$ cat src/rtl/eop_status_pkg.sv
package eop_status_pkg;
  // Status register bit positions (host software decodes these)
  localparam int SRB_READY = 7;
  localparam int SRB_ESUSP = 6;
  localparam int SRB_EFAIL = 5;
  localparam int SRB_PFAIL = 4;
  localparam int SRB_ABORT = 3;
  localparam int SRB_PSUSP = 2;
  localparam int SRB_LOCK  = 1;
  localparam logic [7:0] SR_CLR_MASK = 8'b0011_1010;

  typedef struct packed {
    logic efail;
    logic pfail;
    logic abort;
    logic lock;
  } eop_flags_t;
endpackage

$ cat src/rtl/eop_err_track.sv
module eop_err_track
  import eop_status_pkg::*;
#(
  parameter int PROT_CYCLES = 40
) (
  input  logic       clk,
  input  logic       rst_n,
  input  logic       op_busy,
  input  logic       op_is_erase,
  input  logic       op_suspended,
  input  logic       ev_tmo,
  input  logic       ev_prot,
  input  logic       ev_abort,
  input  logic       cmd_clear,
  input  logic       cmd_reset,
  output logic       prot_busy,
  output logic       tmo_hold,
  output eop_flags_t flags,
  output logic [7:0] live_sr
);
  localparam int CNT_W = $clog2(PROT_CYCLES + 1);

  logic [CNT_W-1:0] cnt_q, cnt_d;
  eop_flags_t       flg_q, flg_d;
  logic             tmo_q, tmo_d;
  logic             ready;

  always_comb begin
    cnt_d = cnt_q;
    if (cnt_q != '0)  cnt_d = cnt_q - 1'b1;
    else if (ev_prot) cnt_d = CNT_W'(PROT_CYCLES);

    flg_d = flg_q;
    if (cmd_clear || cmd_reset) flg_d = '0;
    if (ev_tmo) begin
      if (op_is_erase) flg_d.efail = 1'b1;
      else             flg_d.pfail = 1'b1;
    end
    if (ev_abort) begin
      flg_d.abort = 1'b1;
      flg_d.pfail = 1'b1;
    end
    if (ev_prot) flg_d.lock = 1'b1;

    tmo_d = tmo_q;
    if (cmd_reset) tmo_d = 1'b0;
    if (ev_tmo)    tmo_d = 1'b1;
  end

  always_ff @(posedge clk or negedge rst_n) begin
    if (!rst_n) begin
      cnt_q <= '0;
      flg_q <= '0;
      tmo_q <= 1'b0;
    end else begin
      cnt_q <= cnt_d;
      flg_q <= flg_d;
      tmo_q <= tmo_d;
    end
  end

  assign prot_busy = (cnt_q != '0);
  assign tmo_hold  = tmo_q;
  assign flags     = flg_q;
  assign ready     = !(op_busy && !op_suspended) && !prot_busy;

  always_comb begin
    live_sr = '0;
    if (ready) begin
      live_sr[SRB_READY] = 1'b1;
      live_sr[SRB_ESUSP] = op_suspended && op_is_erase;
      live_sr[SRB_EFAIL] = flg_q.efail;
      live_sr[SRB_PFAIL] = flg_q.pfail;
      live_sr[SRB_ABORT] = flg_q.abort;
      live_sr[SRB_PSUSP] = op_suspended && !op_is_erase;
      live_sr[SRB_LOCK]  = flg_q.lock;
    end
  end

  AST_PROT_START: assert property (@(posedge clk) disable iff (!rst_n)
    $rose(prot_busy) |-> $past(ev_prot));
  AST_TMO_STICKY: assert property (@(posedge clk) disable iff (!rst_n)
    (tmo_q && !cmd_reset) |=> tmo_q);
endmodule

$ cat src/rtl/eop_poll_word.sv
module eop_poll_word #(
  parameter int SECT_W = 3
) (
  input  logic              clk,
  input  logic              rst_n,
  input  logic              take,
  input  logic [SECT_W-1:0] rd_sector,
  input  logic [SECT_W-1:0] erase_sector,
  input  logic              op_is_erase,
  input  logic              op_suspended,
  input  logic              prog_d7,
  input  logic              tmo_hold,
  input  logic              abort_hold,
  output logic              in_sector,
  output logic              susp_read,
  output logic [7:0]        poll
);
  logic t6_q, t6_d, t2_q, t2_d;

  assign in_sector = (rd_sector == erase_sector);
  assign susp_read = op_suspended && op_is_erase && in_sector;

  always_comb begin
    t6_d = t6_q ^ (take && !susp_read);
    t2_d = t2_q ^ (take && op_is_erase && in_sector);
  end

  always_ff @(posedge clk or negedge rst_n) begin
    if (!rst_n) begin
      t6_q <= 1'b0;
      t2_q <= 1'b0;
    end else begin
      t6_q <= t6_d;
      t2_q <= t2_d;
    end
  end

  always_comb begin
    poll    = '0;
    poll[7] = susp_read ? 1'b1 : (op_is_erase ? 1'b0 : !prog_d7);
    poll[6] = t6_q;
    poll[5] = tmo_hold;
    poll[2] = t2_q;
    poll[1] = abort_hold;
  end

  AST_DQ2_HOLD: assert property (@(posedge clk) disable iff (!rst_n)
    (take && !in_sector) |=> (t2_q == $past(t2_q)));
endmodule

$ cat src/rtl/eop_sr_capture.sv
module eop_sr_capture
  import eop_status_pkg::*;
(
  input  logic       clk,
  input  logic       rst_n,
  input  logic [7:0] live_sr,
  input  logic       cmd_status_read,
  input  logic       cmd_clear,
  input  logic       cmd_reset,
  input  logic       rd_take_sr,
  output logic       sr_mode,
  output logic [7:0] sr_cap
);
  logic [7:0] cap_q, cap_d;
  logic       mode_q, mode_d;

  always_comb begin
    cap_d = cap_q;
    if (cmd_status_read)            cap_d = live_sr;
    else if (cmd_clear || cmd_reset) cap_d = cap_q & ~SR_CLR_MASK;

    mode_d = mode_q;
    if (cmd_status_read)               mode_d = 1'b1;
    else if (cmd_reset || rd_take_sr)  mode_d = 1'b0;
  end

  always_ff @(posedge clk or negedge rst_n) begin
    if (!rst_n) begin
      cap_q  <= '0;
      mode_q <= 1'b0;
    end else begin
      cap_q  <= cap_d;
      mode_q <= mode_d;
    end
  end

  assign sr_mode = mode_q;
  assign sr_cap  = cap_q;

  AST_BLANK_NOT_READY: assert property (@(posedge clk) disable iff (!rst_n)
    !cap_q[7] |-> (cap_q[6:0] == 7'd0));
  AST_CLEAR_BITS: assert property (@(posedge clk) disable iff (!rst_n)
    ((cmd_clear || cmd_reset) && !cmd_status_read) |=> ((cap_q & SR_CLR_MASK) == 8'd0));
endmodule

$ cat src/rtl/eop_status_report.sv
module eop_status_report
  import eop_status_pkg::*;
#(
  parameter int SECT_W      = 3,
  parameter int DATA_W      = 16,
  parameter int PROT_CYCLES = 40
) (
  input  logic              clk,
  input  logic              rst_n,
  input  logic              op_busy,
  input  logic              op_is_erase,
  input  logic              op_suspended,
  input  logic              ev_tmo,
  input  logic              ev_prot,
  input  logic              ev_abort,
  input  logic              rd_strobe,
  input  logic [SECT_W-1:0] rd_sector,
  input  logic [SECT_W-1:0] erase_sector,
  input  logic              prog_d7,
  input  logic              cmd_status_read,
  input  logic              cmd_status_clear,
  input  logic              cmd_reset,
  output logic [DATA_W-1:0] dq_out,
  output logic              dq_status_sel,
  output logic [7:0]        sr_word,
  output logic              rdy_o
);
  localparam int PAD_W = DATA_W - 8;

  logic [1:0]  rs_q;
  logic        rst_i;
  logic        prot_busy, tmo_hold, in_sector, susp_read, sr_mode;
  eop_flags_t  flags;
  logic [7:0]  live_sr, poll, sr_cap;
  logic        running, overlay, take_sr, take_poll;
  logic [DATA_W-1:0] dq_q, dq_d;
  logic        sel_q, sel_d;

  // Reset: asserted at once, released on the clock
  always_ff @(posedge clk or negedge rst_n) begin
    if (!rst_n) rs_q <= 2'b00;
    else        rs_q <= {rs_q[0], 1'b1};
  end
  assign rst_i = rs_q[1];

  eop_err_track #(.PROT_CYCLES(PROT_CYCLES)) u_err (
    .clk(clk), .rst_n(rst_i), .op_busy(op_busy), .op_is_erase(op_is_erase),
    .op_suspended(op_suspended), .ev_tmo(ev_tmo), .ev_prot(ev_prot),
    .ev_abort(ev_abort), .cmd_clear(cmd_status_clear), .cmd_reset(cmd_reset),
    .prot_busy(prot_busy), .tmo_hold(tmo_hold), .flags(flags), .live_sr(live_sr)
  );

  eop_poll_word #(.SECT_W(SECT_W)) u_poll (
    .clk(clk), .rst_n(rst_i), .take(take_poll), .rd_sector(rd_sector),
    .erase_sector(erase_sector), .op_is_erase(op_is_erase),
    .op_suspended(op_suspended), .prog_d7(prog_d7), .tmo_hold(tmo_hold),
    .abort_hold(flags.abort), .in_sector(in_sector), .susp_read(susp_read),
    .poll(poll)
  );

  eop_sr_capture u_sr (
    .clk(clk), .rst_n(rst_i), .live_sr(live_sr), .cmd_status_read(cmd_status_read),
    .cmd_clear(cmd_status_clear), .cmd_reset(cmd_reset), .rd_take_sr(take_sr),
    .sr_mode(sr_mode), .sr_cap(sr_cap)
  );

  assign running   = op_busy && !op_suspended;
  assign overlay   = running || prot_busy || tmo_hold || flags.abort || susp_read;
  assign take_sr   = rd_strobe && sr_mode;
  assign take_poll = rd_strobe && !sr_mode && overlay;

  always_comb begin
    dq_d  = dq_q;
    sel_d = sel_q;
    if (rd_strobe) begin
      sel_d = take_sr || take_poll;
      if (take_sr)        dq_d = {{PAD_W{1'b0}}, sr_cap};
      else if (take_poll) dq_d = {{PAD_W{1'b0}}, poll};
      else                dq_d = '0;
    end
  end

  always_ff @(posedge clk or negedge rst_i) begin
    if (!rst_i) begin
      dq_q  <= '0;
      sel_q <= 1'b0;
    end else begin
      dq_q  <= dq_d;
      sel_q <= sel_d;
    end
  end

  assign dq_out        = dq_q;
  assign dq_status_sel = sel_q;
  assign sr_word       = sr_cap;
  assign rdy_o         = !(running || prot_busy || tmo_hold || flags.abort);

  AST_FAULT_BUSY: assert property (@(posedge clk) disable iff (!rst_i)
    (tmo_hold || flags.abort) |-> !rdy_o);
  AST_SUSP_ONEHOT: assert property (@(posedge clk) disable iff (!rst_i)
    $onehot0({live_sr[SRB_ESUSP], live_sr[SRB_PSUSP]}));
endmodule

$ cat config.mk
export PLATFORM = sky130hd
export DESIGN_NAME = eop_status_report
export DESIGN_NICKNAME = d
export VERILOG_FILES = /design/src/rtl/eop_status_pkg.sv /design/src/rtl/eop_err_track.sv /design/src/rtl/eop_poll_word.sv /design/src/rtl/eop_sr_capture.sv /design/src/rtl/eop_status_report.sv
export SDC_FILE = /design/constraint.sdc
export NUM_CORES = 1
export LEC_CHECK = 0
export ABC_AREA = 0
export BUFFER_PORTS_ARGS = -buffer_cell sky130_fd_sc_hd__buf_2
export CAP_MARGIN = 25
export CORE_MARGIN = 2
export CORE_UTILIZATION = 35
export CTS_BUF_LIST = sky130_fd_sc_hd__clkbuf_4
export CTS_CLUSTER_SIZE = 24
export DETAILED_ROUTE_END_ITERATION = 12
export PLACE_DENSITY = 0.58
export SYNTH_ARGS = -nofsm -noshare
export SYNTH_HDL_FRONTEND = slang
export SYNTH_HIERARCHICAL = 1
export SYNTH_SLANG_ARGS = --single-unit
export TNS_END_PERCENT = 1
$ cat constraint.sdc
create_clock -name clk -period 2.07 [get_ports clk]
set_clock_uncertainty 0.2 [all_clocks]
set_input_delay 0.3105 -clock clk [delete_from_list [all_inputs] [get_ports clk]]
set_output_delay 0.3105 -clock clk [all_outputs]
set_load 0.05 [all_outputs]
## Yosys cells after proc, flatten, opt, wreduce, memory -nomap -nowiden

Cells that the tools add are included.

| word-level totals | value |
|---|---|
| flip-flop bits (word level) | 41 |
| output and inout bits | 26 |
| logic and storage cells | 70 |
| input bits | 19 |

| cells by class | value |
|---|---|
| muxes and demuxes | 19 |
| bitwise gates (word level) | 2 |
| add/subtract/negate cells | 1 |
| reduce and logical (&&, ||, !) cells | 33 |
| equality and inequality tests | 1 |

Operators with widths:

| cell | number |
|---|---|
| $mux 8 | 3 |
| $mux 6 | 3 |
| $reduce_bool 2->1 | 6 |
| $logic_and 1x1->1 | 11 |
| $mux 1 | 9 |
| $logic_not 1->1 | 8 |
| $logic_or 1x1->1 | 7 |
| $mux 7 | 1 |
| $reduce_bool 6->1 | 1 |
| $sub 6x1->6 const B | 1 |
| $mux 2 | 2 |
| $mux 4 | 1 |
| $eq 3x3->1 | 1 |
| $xor 1x1->1 | 2 |

## Longest topological paths before layout

Gate-level depths: netlist (run 1).

| depth | value |
|---|---|
| depth after elaboration | 10 |
| gate-level depth with buffers | 12 |
| mapped depth without buffers | 11 |

## By module

The synthesis (run 1) kept the hierarchy.

Modules (own cells, without submodules):

| module | instances | cells each | area each (um2) | seq. area each (um2) |
|---|---|---|---|---|
| eop_status_report | 1 | 76 | 665.6 | 275.3 |
| eop_err_track | 1 | 54 | 586.8 | 275.3 |
| eop_sr_capture | 1 | 25 | 379.1 | 225.2 |
| eop_poll_word | 1 | 25 | 211.5 | 50.0 |

## Worst setup path before layout (run 1)

Ideal clock, no wire load.

| timing | value |
|---|---|
| kind | register to output |
| start point | register u_err.cnt_q[0] |
| end point | output port rdy_o |
| slack | -1415 ps |
| data required time | 1559 ps |
| cell stages (with the launch flop) | 7 |
| arrival | 2975 ps |
| path buffers | 0 |
| cell sequence | dfrtp_1 inv_1 ha_1 or4b_4 nor2_8 inv_1 nor4_1 |

| on the way | value |
|---|---|
| longest elaborated chain between the ends | 5 |

RTL lines:

| item | RTL line | text |
|---|---|---|
| start, declared | eop_err_track.sv:23 | `logic [CNT_W-1:0] cnt_q, cnt_d;` |
| start signal, assigned | eop_err_track.sv:56 | `cnt_q <= cnt_d;` |
| $reduce_bool 6->1 | eop_err_track.sv:62 | `assign prot_busy = (cnt_q != '0);` |
| via prot_busy | eop_status_report.sv:32 | `logic prot_busy, tmo_hold, in_sector, susp_read, sr_mode;` |
| $logic_or 1x1->1 (3 in series) | eop_status_report.sv:96 | `assign rdy_o = !(running \|\| prot_busy \|\| tmo_hold \|\| flags.abort);` |
| $logic_not 1->1 | eop_status_report.sv:96 |  |
| end, declared | eop_status_report.sv:26 | `output logic rdy_o` |

The timed path passes the listed nets, and every way through them passes these cells.

## Final worst setup path (run 1)

Same ends and word-level chain as after synthesis.

==> results by group, run 1 <==
Layout
  – Fraction of layout cells with a size suffix above 1: 39.1%
  – Antenna cells: 0
  – Design Area, Final: 2260 µm²
  – Post-layout util: about 45%
  – Final nets: ~250
  – Area growth syn-to-layout: 22.9%

Timing
  – Worst Setup Slack, final: -477 ps
  – Pins over their slew limit: 0
  – Hold Vio Cnt, Final: 0
  – Setup TNS: -2710 ps
  – RSZ-0062 raised after global routing: yes
  – Maximum clock frequency: 393 MHz
  – Final setup violation count: 9
  – Tmin final: 2550 ps
  – Final period util: 123%
  – Worst hold slack: 20.9 ps

Floorplan
  – # rows: 26
  – DIE HEIGHT: 76.5 µm
  – Starting Density: a little over a third
  – Core area: 5070 µm²
  – IO Pins: 45
  – Die width: between 70 and 80 µm
  – Overall die area: between 5000 and 6000 µm²

Critical path
  – Arrival time at the worst endpoint: slightly above 2000 ps
  – Crit. Startpoint: u_err/cnt_q[0]
  – WP data required: 1560 ps
  – Reg2Reg Launch Point: u_err/cnt_q[0]
  – CP Capture Type: output port
  – Reg2reg path depth: 11
  – WS Path Type: flop to output port
  – Crit path max fanout: 2
  – Setup crit start kind: flop

Power
  – Leak: between 1 and 1.5 nW
  – PD cells: a little over 900 nW/µm²
  – Maximum VDD drop: about 0.38 mV

CTS
  – Clk root buf: clkbuf_4
  – Clk_lat worst skew: ~330 ps
  – Worst-path clk slew: approximately 100 ps
  – Post-CTS setup buffer count: 0
  – CTS buffer count: 5
  – CTS tree: built
  – Clock sinks: 33
  – H-tree levels: 2
  – Longest Clk Path Bufs: 2

Global route
  – Initial antenna violation count: 0
  – Maximum number of pins on one net before global-route repair: 32
  – First-pass GRT wire length: 6.18 mm
  – Vias in the first global route: 1,300
  – GR Overflow Total: 0
  – GRT Total Usage: 13.4%

Synth
  – Mean area per synthesized cell: 10.3 µm²
  – Yosys warnings: 6
  – Mapped cell area: 1840 µm²
  – Cell count after synthesis: 179

Routing
  – Number of remaining DRC errors: 0
  – DRT iter0 DRCs: 39
  – Vias per cell: 4.42
  – DRT antenna net count: 0
  – DR vias: 1,327
  – WL/cell: 12.2 µm
  – DR pass1 iterations: 4
  – Total routed wirelength: between 3 and 4 mm

Place
  – GPL Wtd Cong: 0.729
  – Area post-placement: about 2100 µm²
  – Port Buffers: 36
  – HPWL Detailed: between 2 and 3 mm

Flow run
  – Max_cap viols: 0

Min path
  – Hold Path Class: input port to flop
  – Worst Hold Launch: ev_prot
  – WHS Path Cells: 2

Run status
  – Violated checks: negative setup slack
  – Outcome: finished with violations
-- where the power goes --
group / leakage, nW / internal, mW / total [mW] / switching, mW
clock network: 0.0433 / 0.265 / 0.489 / 0.225
logic: 0.619 / 0.310 / 0.723 / 0.412
registers: 0.400 / 0.765 / 0.863 / 0.0980
-- sequential cells by signal, indices dropped and copies added (netlist names) --
register        count
u_err/cnt_q         6
rs_q                2
u_err/flags         4
u_err/tmo_hold      1
dq_status_sel       1
u_sr/sr_cap         8
u_poll/t6_q         1
u_poll/t2_q         1
dq_out              8
u_sr/sr_mode        1
-- worst paths after layout --
kind / to / slack (ps)
setup / recovery: rdy_o / -480
hold / removal: u_err/flags[0] / 20
setup reg to reg: u_poll/t6_q / -340
hold reg to reg: u_err/cnt_q[3] / 70
max in group asynchronous: dq_out[5] / 1300
min in group asynchronous: u_err/cnt_q[3] / 70
-- metrics by stage --
step           setup slack, ps  total power [mW]  cells
3_3_place_gp              -303              1.59    289
6_report                  -477              2.07    300
2_1_floorplan             -601              1.42    188
4_1_cts                   -506              2.11    300
5_1_grt                   -566              2.22    300
3_5_place_dp              -333              1.60    289
-- placed cells by master (no fill, tap or decap), drive strengths merged, types with 2 or more instances in the layout --
master and n:
nor2b 13, mux2 5, a21o 4, nor3 4, dlygate4sd3 3, mux2i 2, a22o 5, a31oi 8
and2 6, nand2 10, conb 13, dfrtp 33, nand2b 2, and3 2, xnor2 5, xor2 2
o31ai 3, o21ai 9, buf 55, a21oi 2, nor2 16, clkbuf 6, inv 8
-- layout make-up --
class | instances | area (µm²)
clock buffer | 6 | 45.0
clock inverter | 2 | 33.8
fill | 532 | 2810
inverter | 8 | 32.5
multi-input combinational | 123 | 873
sequential | 33 | 826
tap | 70 | 87.6
timing repair buffer | 58 | 363
-- layer usage --
layer  GRT usage, %  part of all wire, %  wire [µm]
met3           4.15                  4.4        161
met2           22.7                   49       1780
met5              0                    0          0
met1           16.2                   46       1690
met4           4.36                 0.71         26
-- critical path: stages (launching register included) --
cell	delay (ps)
dfrtp_1	400
inv_2	70
ha_4	110
or4b_4	500
nor2_8	120
inv_4	40
nor4_4	260
buf_6	200
-- what timing repair did --
action | in CTS | in global routing
hold buffers | 3 | 0
resized for setup | 3 | 1
cloned | 0 | 0
setup endpoints to repair | 9 | 13
pin swaps | 2 | 3
endpoints found under the hold margin | 4 | 0
No activity file was read; power rests on OpenSTA's default activity.
==> run 2, diff against run 1 <==
--- a/config.mk
+++ b/config.mk
@@ -6,14 +6,14 @@
 export NUM_CORES = 1
 export LEC_CHECK = 0
 export ABC_AREA = 0
-export BUFFER_PORTS_ARGS = -buffer_cell sky130_fd_sc_hd__buf_2
 export CAP_MARGIN = 25
 export CORE_MARGIN = 2
 export CORE_UTILIZATION = 35
 export CTS_BUF_LIST = sky130_fd_sc_hd__clkbuf_4
 export CTS_CLUSTER_SIZE = 24
 export DETAILED_ROUTE_END_ITERATION = 12
-export PLACE_DENSITY = 0.58
+export DONT_BUFFER_PORTS = 1
+export PLACE_DENSITY = 0.51
 export SYNTH_ARGS = -nofsm -noshare
 export SYNTH_HDL_FRONTEND = slang
 export SYNTH_HIERARCHICAL = 1
==> results by group, run 2 (same netlist as run 1, synthesis figures left out) <==
Timing
  – Slew headroom: 62.5%
  – Worst slew pin tran: between 500 and 600 ps
  – Worst hold slack: 21.3 ps (+0.450 ps)
  – Hold Vio Cnt, Final: 0 (unchanged)
  – Tmin final: 2490 ps (-54.5 ps)
  – Final setup violation count: 9 (unchanged)
  – RSZ-0062 raised after global routing: yes
  – Maximum clock frequency: 401 MHz (+2.2%)
  – Final period util: 120% (-2.6 points)
  – Pins over their slew limit: 0 (unchanged)
  – Worst Setup Slack, final: -423 ps (+54.5 ps)

Critical path
  – Cells along the critical path: inv_2 > ha_4 > or4b_4 > nor2_8 > inv_2 > nor4_4 > buf_12
  – Crit path top cell by count: inv_2
  – Largest stage delay, worst path: 500 ps (about the same)
  – WP data required: 1560 ps (about the same)
  – Arrival time at the worst endpoint: 1980 ps (-60 ps)
  – Slowest stage cell, crit path: or4b_4
  – Setup crit start kind: flop
  – WS Path Type: flop to output port
  – CP Capture Type: output port
  – Crit path max fanout: 2 (unchanged)

CTS
  – Worst-path clk slew: 100 ps (about the same)
  – Post-CTS setup buffer count: 0 (unchanged)
  – Longest Clk Path Bufs: 2 (unchanged)
  – CTS tree: built
  – Clk root buf: clkbuf_4
  – Clk_lat worst skew: 330 ps (about the same)
  – H-tree levels: 2 (unchanged)
  – CTS buffer count: 5 (unchanged)
  – Clock sinks: 33 (unchanged)

Power
  – Pwr Total: 2.04 mW (-1.7%)
  – PD cells: 953 nW/µm² (+3.8%)
  – Leak: 0.928 nW (-13%)
  – Maximum VDD drop: 0.587 mV (+55%)

Floorplan
  – DIE HEIGHT: 76.5 µm (unchanged)
  – Starting Density: 36.2% (unchanged)
  – Die width: 76.5 µm (unchanged)
  – IO Pins: 45 (unchanged)
  – Overall die area: 5850 µm² (unchanged)
  – # rows: 26 (unchanged)
  – Core area: 5070 µm² (unchanged)

Global route
  – Initial antenna violation count: 0 (unchanged)
  – Maximum number of pins on one net before global-route repair: 32 (unchanged)
  – First-pass GRT wire length: 6.15 mm (-0.34%)
  – GRT Total Usage: 13.4% (-0.074 points)
  – GR Overflow Total: 0 (unchanged)
  – Vias in the first global route: 1,237 (-4.8%)

Routing
  – Total routed wirelength: 3.74 mm (+2.4%)
  – DR vias: 1,287 (-3.0%)
  – DRT iter0 DRCs: 63 (+62%)
  – Vias per cell: 4.78 (+8.2%)
  – Number of remaining DRC errors: 0 (unchanged)
  – DR pass1 iterations: 4 (unchanged)
  – DRT antenna net count: 0 (unchanged)
  – WL/cell: 13.9 µm (+14%)

Run status
  – Violated checks: negative setup slack
  – Outcome: finished with violations

Layout
  – Antenna cells: 0 (unchanged)
  – Area growth syn-to-layout: 16.5%
  – Commonest non-fill, non-tap cells in the layout: dfrtp_1 (33), buf_4 (15), nor2_1 (14), conb_1 (13), nor2b_1 (12)
  – Final nets: 218 (-12%)
  – Non-Filler Instances: 269 (-10%)
  – Commonest non-fill, non-tap cell in the layout: dfrtp_1
  – Post-layout util: 42.2% (-2.3 points)
  – Fraction of layout cells with a size suffix above 1: 26.6% (-12 points)

Flow run
  – Max_cap viols: 0 (unchanged)

Place
  – HPWL Detailed: 2.73 mm (+0.51%)
  – # placed instances: 251 (-13%)
  – GPL Wtd Cong: 0.778 (+6.7%)
  – Port Buffers: 0 (-100%)
  – Place WS: -353 ps (-19.7 ps)

Min path
  – Hold Path Class: input port to flop
## run 2: final cells by class
type / instances / area [µm²]
Multi-Input combinational cell: 123 / 876
Clock buffer: 6 / 45.0
Clock inverter: 2 / 33.8
Inverter: 8 / 30.0
Fill cell: 515 / 2930
Sequential cell: 33 / 826
Timing Repair Buffer: 27 / 244
Tap cell: 70 / 87.6
## run 2: path summary, 6_finish.rpt
check	startpoint	end	slack, ps	cells after the start
max	u_err/cnt_q[1]	rdy_o	-420	7
min	op_is_erase	u_poll/t2_q	20	3
max reg2reg	u_err/cnt_q[1]	u_poll/t6_q	-320	11
min reg2reg	rs_q[1]	u_err/cnt_q[0]	80	1
max in group asynchronous	rst_n	rs_q[1]	1030	2
min in group asynchronous	rs_q[1]	u_err/cnt_q[0]	80	1
## run 2: routing by layer
layer,routed length (µm),GRT usage [%],up-vias
met5,0,0,-
met4,58,5.27,0
met3,219,4.38,8
met2,1860,22.5,36
met1,1600,15.7,627
li1,-,-,616
## run 2: worst max-delay path: cells and delay by family (launching register included)
kind,cells,cell delay (ps)
adder cells (fa/ha/maj),1,120
flip-flops,1,400
buffers and inverters,3,300
AND/OR/NAND/NOR,3,830
## run 2: power by group
group	total (mW)	internal, mW	switching (mW)
combinational	0.569	0.284	0.285
sequential	0.987	0.763	0.224
clock	0.485	0.265	0.220
total	2.04	1.31	0.729
## run 2: stage by stage
stage	setup TNS (ps)	area (µm²)
final	-2770	2140
after global routing	-3790	2140
after CTS	-3010	2140
after detailed placement	-2840	1960
after global placement	-2630	1960
after floorplan	-3960	1900
## run 2: what timing repair did
item | 4_1_cts | 5_1_grt
pin swaps | 3 | 2
endpoints found under the setup margin | 9 | 13
resized for setup | 1 | 1
hold buffers | 10 | 0
endpoints found under the hold margin | 28 | 0
==> run 3, diff against run 2 <==
--- a/config.mk
+++ b/config.mk
@@ -16,6 +16,5 @@
 export PLACE_DENSITY = 0.51
 export SYNTH_ARGS = -nofsm -noshare
 export SYNTH_HDL_FRONTEND = slang
-export SYNTH_HIERARCHICAL = 1
 export SYNTH_SLANG_ARGS = --single-unit
 export TNS_END_PERCENT = 1
==> results by group, run 3 <==
Place
  – HPWL Detailed: 2.27 mm (-17%)
  – GPL Wtd Cong: 0.764 (-1.8%)
  – Port Buffers: 0 (unchanged)

CTS
  – CTS tree: built
  – Clock sinks: 31 (-6.1%)
  – CTS buffer count: 5 (unchanged)
  – Worst-path clk slew: 90 ps (about the same)
  – Longest Clk Path Bufs: 2 (unchanged)
  – H-tree levels: 2 (unchanged)
  – Clk_lat worst skew: 330 ps (about the same)
  – Clk root buf: clkbuf_4

Routing
  – DRT antenna net count: 0 (unchanged)
  – Total routed wirelength: 3.37 mm (-9.8%)
  – DR pass1 iterations: 4 (unchanged)
  – Number of remaining DRC errors: 0 (unchanged)
  – DRT iter0 DRCs: 72 (+14%)
  – DR vias: 1,116 (-13%)
  – Vias per cell: 5.19 (+8.5%)
  – WL/cell: 15.7 µm (+13%)

Min path
  – Hold Path Class: input port to flop

Synth
  – Synth cell count leaders: dfrtp_1 (31), nor2_1 (12), buf_4 (10), inv_1 (10), nand2_1 (8)
  – Ys flop type: dfrtp_1
  – Most numerous cell in the Yosys netlist: dfrtp_1
  – Post-synth ARST share: 100%
  – EDFF count, synth: 0
  – Yosys top cell area share: 52.5%
  – Distinct cells, synth: 37
  – Synth area leaders: dfrtp_1 (52%), buf_4 (5.1%), nor2_1 (3.0%), a22o_2 (2.7%), inv_1 (2.5%)
  – Yosys warnings: 0 (-6)
  – Post-synth top area cell: dfrtp_1
  – Mean area per synthesized cell: 10.7 µm² (+4.2%)
  – Cell count after synthesis: 138 (-23%)
  – Sequential share of the synthesized area: a little over half
  – Mapped cell area: 1480 µm² (-20%)
  – Yosys reg bits: 31

Critical path
  – WS Path Type: flop to output port
  – CP bufs+invs: 3 (unchanged)
  – Crit path top cell by count: inv_2
  – Cells along the critical path: inv_2 > ha_4 > nor3b_4 > nand4_4 > inv_2 > buf_12
  – Arrival time at the worst endpoint: 1580 ps (-400 ps)
  – CP top delay family: flip-flops
  – Crit path max fanout: 3 (+1)
  – WP data required: 1560 ps (about the same)
  – Largest stage delay, worst path: 400 ps (-100 ps)
  – CP Capture Type: output port
  – Slowest stage cell, crit path: dfrtp_1
  – Setup crit start kind: flop

Layout
  – Fraction of layout cells with a size suffix above 1: 18.8% (-7.8 points)
  – Area growth syn-to-layout: 19.8%
  – Final nets: 185 (-15%)
  – Flip-flop and latch area: 776 µm² (-6.1%)
  – Antenna cells: 0 (unchanged)
  – Commonest non-fill, non-tap cells in the layout: dfrtp_1 (31), dlygate4sd3_1 (13), nor2_1 (12), conb_1 (11), buf_4 (9)
  – Post-layout util: 43.9% (+1.7 points)
  – Commonest non-fill, non-tap cell in the layout: dfrtp_1
  – Area of the multi-input gates: 624 µm² (-29%)
  – Fillers: 391 (-24%)

Floorplan
  – Core area: 4030 µm² (-21%)
  – # rows: 23 (-12%)
  – IO Pins: 45 (unchanged)
  – Starting Density: 36.7% (+0.43 points)
  – DIE HEIGHT: 69.0 µm (-9.8%)
  – Die width: 69.0 µm (-9.8%)
  – Overall die area: 4760 µm² (-19%)

Timing
  – Worst slew pin tran: 563 ps (+1.62 ps)
  – Final setup violation count: 1 (-8)
  – Maximum clock frequency: 479 MHz (+19%)
  – Worst Setup Slack, final: -16.3 ps (+407 ps)
  – RSZ-0062 raised after global routing: yes
  – Hold Vio Cnt, Final: 0 (unchanged)
  – Final period util: 101% (-20 points)
  – Pins over their slew limit: 0 (unchanged)
  – Slew headroom: 62.5% (about the same)
  – Worst hold slack: 41.1 ps (+19.8 ps)
  – Tmin final: 2090 ps (-407 ps)

Power
  – Leak: 0.809 nW (-13%)
  – PD cells: 842 nW/µm² (-12%)
  – Pwr Total: 1.49 mW (-27%)
  – Maximum VDD drop: 0.441 mV (-25%)

Run status
  – Outcome: finished with violations
  – Violated checks: negative setup slack

Flow run
  – Max_cap viols: 0 (unchanged)

Global route
  – Maximum number of pins on one net before global-route repair: 30 (-6.3%)
  – Vias in the first global route: 1,129 (-8.7%)
  – GR Overflow Total: 0 (unchanged)
  – Initial antenna violation count: 0 (unchanged)
  – First-pass GRT wire length: 5.32 mm (-14%)
  – GRT Total Usage: 16.0% (+2.7 points)
-- run 3: worst register-to-register path: cells and delay by family, from the launching register on --
kind	cells	cell delay [ps]
AOI/OAI and AO/OA	1	230
xor gates and xnor gates	1	140
adders and majority gates	1	130
buffers and inverters	3	390
DFF	1	400
and+or+nand+nor	2	400
-- run 3: cells by family (layout without fill, tap and decap cells) --
group	count (synthesis)	after routing	synth area share, %
buffers and inverters	23	41	8.38
flip-flops	31	31	52.5
adder cells (fa/ha/maj)	2	2	1.69
AO/OA/AOI/OAI	30	30	14.1
AND/OR/NAND/NOR	39	39	16.0
XOR/XNOR	8	8	4.74
other	2	11	0.508
multiplexers	3	3	2.12
-- run 3: path summary, 6_finish.rpt --
path                             startpoint              to  depth (start not counted)  slack [ps]
min in group asynchronous           rs_q[1]  u_sr.sr_cap[6]                          1          50
setup / recovery             u_err.cnt_q[1]           rdy_o                          6         -20
max in group asynchronous             rst_n         rs_q[1]                          2        1000
setup reg to reg             u_err.cnt_q[1]     u_poll.t2_q                          8         110
hold / removal             cmd_status_clear  u_err.flags[1]                          2          40
hold reg to reg                     rs_q[1]  u_sr.sr_cap[6]                          1          50
-- run 3: area by class of cell --
cell class / instances / area share (%)
Clock buffer: 6 / 2.54
Clock inverter: 2 / 0.424
Inverter: 10 / 2.12
Multi-Input combinational cell: 93 / 35.3
Sequential cell: 31 / 43.8
Tap cell: 50 / 3.53
Timing Repair Buffer: 23 / 12.3
-- run 3: metal layers --
layer  vias to the layer above  share of wire [%]  GRT usage [%]
met4                         0                2.3           7.60
met3                        10                9.6           8.44
met2                        54                 45           24.6
met5                         -                  0              0
li1                        503                  -              -
met1                       549                 43           18.3
-- run 3: metrics by stage --
stage / std cells / instance area (µm²) / TNS (ps) / worst slack (ps)
after detailed placement: 186 / 1520 / 0 / 176
after floorplan: 147 / 1510 / 0 / 209
final: 215 / 1770 / -16.3 / -16.3
after CTS: 212 / 1750 / -16.4 / -16.4
after global routing: 215 / 1770 / -137 / -137
after global placement: 186 / 1520 / 0 / 222
-- run 3: power by group --
group	internal (mW)	switching, mW
Sequential	0.688	0.133
Clock	0.139	0.205
Combinational	0.149	0.177
Total	0.976	0.515
-- run 3: what timing repair did --
action,in CTS,in global routing
hold endpoints to repair,19,0
setup buffers,5,3
resized for setup,5,0
endpoints found under the setup margin,1,1
hold buffers,13,0
pin swaps,2,1
